### config.mk
export PLATFORM = sky130hd
export DESIGN_NAME = byte_prog_sequencer
export DESIGN_NICKNAME = d
export VERILOG_FILES = /design/src/rtl/byte_prog_sequencer.sv
export SDC_FILE = /design/constraint.sdc
export NUM_CORES = 1
export LEC_CHECK = 0
export ABC_AREA = 1
export ABC_CLOCK_PERIOD_IN_PS = 2490
export BUFFER_PORTS_ARGS = -buffer_cell sky130_fd_sc_hd__clkbuf_2
export CAP_MARGIN = 15
export CORE_ASPECT_RATIO = 0.8
export CORE_MARGIN = 8
export CORE_UTILIZATION = 45
export CTS_BUF_LIST = sky130_fd_sc_hd__clkbuf_4
export CTS_CLUSTER_DIAMETER = 30
export DETAILED_ROUTE_END_ITERATION = 8
export PLACE_DENSITY_LB_ADDON = 0.05
export SYNTH_ARGS = -nofsm -noshare
export SYNTH_HDL_FRONTEND = slang
export SYNTH_SLANG_ARGS = --single-unit
### constraint.sdc
create_clock -name clk -period 2.49 [get_ports clk]
set_input_delay 0.1245 -clock clk [delete_from_list [all_inputs] [get_ports clk]]
set_output_delay 0.1245 -clock clk [all_outputs]
set_load 0.05 [all_outputs]
### src/rtl/byte_prog_sequencer.sv
module byte_prog_sequencer #(
  parameter int ADDR_W     = 17,
  parameter int DATA_W     = 8,
  parameter int SETUP_CYC  = 250,
  parameter int PULSE_CYC  = 12500,
  parameter int HOLD_CYC   = 250,
  parameter int OES_CYC    = 250,
  parameter int SAMPLE_CYC = 19,
  parameter int SETTLE_CYC = 250,
  parameter int MAX_PULSES = 25
) (
  input  logic              clk,
  input  logic              rst_n,
  input  logic              start,
  output logic [ADDR_W-1:0] src_addr,
  input  logic [DATA_W-1:0] src_data,
  output logic [ADDR_W-1:0] mem_addr,
  output logic [DATA_W-1:0] mem_dq_out,
  output logic              mem_dq_oe,
  input  logic [DATA_W-1:0] mem_dq_in,
  output logic              mem_ce_n,
  output logic              mem_oe_n,
  output logic              mem_pgm_n,
  output logic              prog_supply,
  output logic              done,
  output logic              pass,
  output logic              fail,
  output logic [ADDR_W-1:0] fail_addr
);

  localparam int M1     = (PULSE_CYC > SETUP_CYC) ? PULSE_CYC : SETUP_CYC;
  localparam int M2     = (HOLD_CYC > OES_CYC) ? HOLD_CYC : OES_CYC;
  localparam int M3     = (SAMPLE_CYC > SETTLE_CYC) ? SAMPLE_CYC : SETTLE_CYC;
  localparam int M12    = (M1 > M2) ? M1 : M2;
  localparam int TMAX   = (M12 > M3) ? M12 : M3;
  localparam int TMR_W  = $clog2(TMAX + 2);
  localparam int PCNT_W = $clog2(MAX_PULSES + 1);
  localparam logic [ADDR_W-1:0] LAST = {ADDR_W{1'b1}};

  typedef enum logic [3:0] {
    S_IDLE, S_LOAD, S_SETUP, S_PULSE, S_HOLD,
    S_TURN, S_VERIFY, S_GAP, S_SWITCH, S_FREAD
  } st_t;

  st_t               st, nx;
  logic [TMR_W-1:0]  tmr, lim;
  logic [PCNT_W-1:0] pcnt;
  logic [ADDR_W-1:0] addr;
  logic [DATA_W-1:0] tgt;
  logic              fin_q;
  logic              t_end, match, is_last, limit_hit;

  assign match     = (mem_dq_in == tgt);
  assign is_last   = (addr == LAST);
  assign limit_hit = ((pcnt + 1'b1) == PCNT_W'(MAX_PULSES));
  assign t_end     = (tmr == lim);

  always_comb begin
    case (st)
      S_LOAD:   lim = TMR_W'(1);
      S_SETUP:  lim = TMR_W'(SETUP_CYC - 1);
      S_PULSE:  lim = TMR_W'(PULSE_CYC - 1);
      S_HOLD:   lim = TMR_W'(HOLD_CYC - 1);
      S_TURN:   lim = TMR_W'(OES_CYC - 1);
      S_VERIFY: lim = TMR_W'(SAMPLE_CYC - 1);
      S_FREAD:  lim = TMR_W'(SAMPLE_CYC - 1);
      S_SWITCH: lim = TMR_W'(SETTLE_CYC - 1);
      default:  lim = '0;
    endcase
  end

  always_comb begin
    nx = st;
    case (st)
      S_IDLE:   if (start) nx = S_LOAD;
      S_LOAD:   if (t_end) nx = fin_q ? S_FREAD : S_SETUP;
      S_SETUP:  if (t_end) nx = S_PULSE;
      S_PULSE:  if (t_end) nx = S_HOLD;
      S_HOLD:   if (t_end) nx = S_TURN;
      S_TURN:   if (t_end) nx = S_VERIFY;
      S_VERIFY: if (t_end) begin
                  if (match)          nx = is_last ? S_SWITCH : S_LOAD;
                  else if (limit_hit) nx = S_IDLE;
                  else                nx = S_GAP;
                end
      S_GAP:    nx = S_SETUP;
      S_SWITCH: if (t_end) nx = S_LOAD;
      S_FREAD:  if (t_end) nx = (match && !is_last) ? S_LOAD : S_IDLE;
      default:  nx = S_IDLE;
    endcase
  end

  always_ff @(posedge clk or negedge rst_n) begin
    if (!rst_n) begin
      st        <= S_IDLE;
      tmr       <= '0;
      pcnt      <= '0;
      addr      <= '0;
      tgt       <= '0;
      fin_q     <= 1'b0;
      done      <= 1'b0;
      pass      <= 1'b0;
      fail      <= 1'b0;
      fail_addr <= '0;
    end else begin
      st  <= nx;
      tmr <= (nx != st || st == S_IDLE) ? '0 : tmr + 1'b1;
      case (st)
        S_IDLE: if (start) begin
          addr      <= '0;
          pcnt      <= '0;
          fin_q     <= 1'b0;
          done      <= 1'b0;
          pass      <= 1'b0;
          fail      <= 1'b0;
          fail_addr <= '0;
        end
        S_LOAD: if (t_end) tgt <= src_data;
        S_VERIFY: if (t_end) begin
          if (match) begin
            pcnt <= '0;
            if (is_last) begin
              addr  <= '0;
              fin_q <= 1'b1;
            end else begin
              addr <= addr + 1'b1;
            end
          end else begin
            pcnt <= pcnt + 1'b1;
            if (limit_hit) begin
              fail      <= 1'b1;
              done      <= 1'b1;
              fail_addr <= addr;
            end
          end
        end
        S_FREAD: if (t_end) begin
          if (!match) begin
            fail      <= 1'b1;
            done      <= 1'b1;
            fail_addr <= addr;
          end else if (is_last) begin
            pass <= 1'b1;
            done <= 1'b1;
          end else begin
            addr <= addr + 1'b1;
          end
        end
        default: ;
      endcase
    end
  end

  assign src_addr    = addr;
  assign mem_addr    = addr;
  assign mem_dq_out  = tgt;
  assign mem_dq_oe   = (st == S_SETUP) || (st == S_PULSE) || (st == S_HOLD);
  assign mem_pgm_n   = (st != S_PULSE);
  assign mem_oe_n    = !((st == S_VERIFY) || (st == S_FREAD));
  assign mem_ce_n    = (st == S_IDLE) || (st == S_LOAD) || (st == S_SWITCH);
  assign prog_supply = (st != S_IDLE) && !fin_q;

  a_r3_pulse_frame: assert property (@(posedge clk) disable iff (!rst_n)
    !mem_pgm_n |-> (!mem_ce_n && mem_oe_n && mem_dq_oe && prog_supply));

  a_r4_pins_steady: assert property (@(posedge clk) disable iff (!rst_n)
    (!mem_pgm_n && !$past(mem_pgm_n)) |-> ($stable(mem_addr) && $stable(mem_dq_out)));

  a_r5_no_contention: assert property (@(posedge clk) disable iff (!rst_n)
    !mem_oe_n |-> !mem_dq_oe);

  a_r7_quiet_after_fail: assert property (@(posedge clk) disable iff (!rst_n)
    fail |-> (mem_pgm_n && mem_ce_n && !mem_dq_oe));

  a_r10_outcome_flags: assert property (@(posedge clk) disable iff (!rst_n)
    (pass || fail) |-> (done && !(pass && fail)));

  a_r10_outcome_held: assert property (@(posedge clk) disable iff (!rst_n)
    (done && !start) |=> (done && $stable(pass) && $stable(fail) && $stable(fail_addr)));

endmodule

==> results.py <==
metrics = {
    "outcome": {
        "status": "finished, final reports clean",
    },
    "drt": {
        "dr_iter_0_viols": 264,
        "average_wire_length_per_cell_after_detail_routing_um": 14.9,
        "routed_via_density": 4.99,
        "drt_first_pass_iters": 4,
        "number_of_remaining_drc_errors": 0,
        "detail_route.wirelength_um": 11300,
        "vias": 3771,
        "route.antenna.remaining_nets": 0,
    },
    "layout": {
        "final_nets": 660,
        "num_antenna_cells": 0,
        "area_growth_from_synthesis_to_final_layout_pct": 34.8,
        "mostFrequentLayoutCell": "nand2_1",
        "layout.cells.most_common_list": "nand2_1 (89), clkbuf_2 (83), inv_1 (73)",
        "drive_above_1_share_pct": 40.6,
        "nFillCells": 823,
        "finish.instance_area_um2": 5510,
    },
    "power_and_ir_drop": {
        "internal_power_w": 0.00296,
        "total_power_w": 0.00581,
        "pwr_density_cell_nw_per_um2": 1050,
        "power.clock.fraction_pct": 14.7,
        "power.ir.vdd_worst_mv": 0.852,
        "power.share.switching_pct": 49.1,
        "power.leakage_nw": 2.70,
        "power_frac_seq_pct": 24.2,
        "power.switching_w": 0.00285,
        "combinationalPowerShare_pct": 61.1,
    },
    "place": {
        "io_buffer_count": 85,
        "post_dp_cell_area_um2": 4750,
        "place_hpwl_um": 8140,
        "gpl.final_weighted_congestion": 0.873,
    },
    "clock_tree": {
        "numCtsBuffers": 9,
        "clock_tree.buffer_depth": 2,
        "clock_network_latency_to_the_later_pin_of_the_worst_skew_pair_ns": 0.44,
        "clockRootBuffer": "clkbuf_4",
        "clock-sinks": 69,
        "reg_clk_slew_reported_paths_ns": 0.13,
        "cts_tree": "done",
        "htree_levels": 3,
    },
    "grt": {
        "first_global_vias": 3683,
        "grt.total_usage_pct": 18.6,
        "grt_max_degree": 38,
        "global_route.peak_usage_layer": "met1",
        "globalRouteOverflowTotal": 0,
        "met3_usage_pct": 6.13,
        "first_pass_grt_wire_length_um": 18200,
        "grt_util_met1_pct": 26.4,
        "groute.layer.met2.usage_pct": 25.9,
        "grt_antenna_before_repair": 0,
    },
    "sta": {
        "hold-worst-slack_ns": 0.268,
        "clock.fmax_mhz": 403,
        "tightest_slew_ns": 0.791,
        "worst_clock_skew_ns": 0.0243,
        "hold_violations": 0,
        "slew_headroom_pct": 47.3,
        "totalNegativeSetupSlack_ns": 0,
        "rsz0062_at_grt": "true",
        "setup-violations-final": 0,
        "layout_min_cycle_time_ns": 2.48,
        "final_min_period_over_clock_period_pct": 99.6,
        "drv_slew": 0,
    },
    "floorplanning": {
        "die_area_um2": 12400,
        "die_w_um": 123,
        "die_height_um": 101,
        "ios": 86,
        "placementRows": 31,
        "core_area_um2": 8920,
        "start_util_pct": 45.8,
    },
    "critical_path": {
        "worstSetupEndpointType": "flip-flop",
        "criticalPathCategory": "reg -> reg",
        "cp_data_arrival_time_ns": 2.84,
        "r2r.worst_path.cells": 12,
        "worst-endpoint-required_ns": 2.85,
        "critical_path.reg2reg.endpoint": "fail_addr[14]",
        "crit_path_max_fanout": 7,
        "regToRegStartpoint": "st[1]",
        "critPathLaunchType": "flip-flop",
        "setup.reg_to_reg.worst_slack_ns": 0.009,
    },
    "yosys": {
        "post_synthesis_sequential_element_count": 69,
        "synth.cell_area_um2": 4090,
        "synthFlopType": "dfrtp_1",
        "synth_edf_count": 0,
        "synthesis.area_per_instance_um2": 8.06,
        "synthesis.yosys.warnings": 0,
        "synth_top_area_share_pct": 42.3,
        "ys_types": 37,
        "synth-seq-area-share_pct": 42.3,
        "synth.largest_area_cell": "dfrtp_1",
        "synthCells": 507,
        "synth.net_count": 532,
        "ys_top_cells_by_area": "dfrtp_1 (42%), nand2_1 (9.3%), inv_1 (7.0%)",
        "async_flop_share_pct": 100,
    },
    "job": {
        "max-cap-violations": 0,
    },
    "min_path": {
        "min-delay-path-class": "in -> async",
    },
}
[synth_stat cells (8+ instances only)]
cell type  count
mux2_2         8
nor2_4        12
a21oi_1       13
nand2_1      101
dfrtp_1       69
nor3_1        12
buf_4         17
nand3_1       33
o21ai_0       26
nor2_1        43
o22ai_1       13
inv_1         76
xnor2_1       10
xor2_1        16
[power by group through the flow]
stage | clock, W | sequential [W] | combinational, W
detailed placement | 0 | 0.00141 | 0.00275
global route | 0.000932 | 0.00142 | 0.00383
global placement | 0 | 0.00141 | 0.00273
finish | 0.000855 | 0.00140 | 0.00355
floorplan | 0 | 0.00167 | 0.00178
CTS | 0.000882 | 0.00140 | 0.00306
[critical path, cell delays in order, from the launching register on]
cell and delay (ns):
dfrtp_1 0.44, buf_6 0.14, nor2_4 0.16, nand3_2 0.17
nand3_1 0.12, nand2_1 0.09, nor2_4 0.17, nand3_4 0.15
a21oi_4 0.23, nor3b_4 0.30, nand2_2 0.16, clkbuf_16 0.20
o22ai_2 0.09
[layer usage]
metal  vias to the layer above  share of wire, %
met1                      1781                48
met2                       113                43
li1                       1864                 -
met5                         -                 0
met3                        13               7.3
met4                         0               1.1
[sequential cells by signal, indices dropped and copies added, names as in the netlist]
| name | count |
|---|---|
| done | 1 |
| fail | 1 |
| fail_addr | 17 |
| fin_q | 1 |
| mem_addr | 17 |
| mem_dq_out | 8 |
| pass | 1 |
| pcnt | 5 |
| st | 4 |
| tmr | 14 |
[stage by stage]
step                worst slack, ns  util, %  std cells
floorplan                    0.0302        -        507
global placement            -0.0844     53.3        712
detailed placement          -0.0583     53.3        712
CTS                         0.00334     57.2        743
global route                 -0.216     61.7        755
finish                      0.00899     61.7        755
[how the worst max path moves through the flow]
stage	startpoint	end	slack (ns)	cells past startpoint
3_3_place_gp	st[1]	mem_addr[9]	-0.08	15
5_1_grt	mem_addr[1]	tmr[13]	-0.22	19
3_5_place_dp	st[1]	mem_addr[9]	-0.06	15
2_1_floorplan	mem_addr[0]	tmr[7]	0.03	19
4_1_cts	st[1]	tmr[9]	0.003	18
6_report	st[1]	fail_addr[14]	0.009	12
[final cells by class]
| class | instances | area [um^2] | share of cell area (%) |
|---|---|---|---|
| multi-input cells | 331 | 2160 | 39.3 |
| flip-flops and latches | 69 | 1740 | 31.6 |
| repair buffers | 142 | 986 | 17.9 |
| inverters | 82 | 312 | 5.66 |
| well taps | 115 | 144 | 2.61 |
| clock inverters | 6 | 86.3 | 1.57 |
| clock buffers | 10 | 75.1 | 1.36 |
[logic make-up (layout without fill, tap and decap cells)]
family	count (synthesis)	after routing	share of synthesized area [%]
compound gates	61	61	8.55
xor+xnor	26	26	5.57
fa+ha+maj	6	6	1.84
buf+inv	108	240	12.3
flops	69	69	42.3
mux	8	8	2.21
simple gates	229	230	27.3
[repair_timing]
item	in CTS	in global routing
hold buffers	10	0
setup endpoints to repair	23	58
gates resized for setup	9	78
pin swaps	3	18
setup buffers	3	10
endpoints found under the hold margin	41	0
cloned	2	2
No activity file was read; power rests on OpenSTA's default activity.
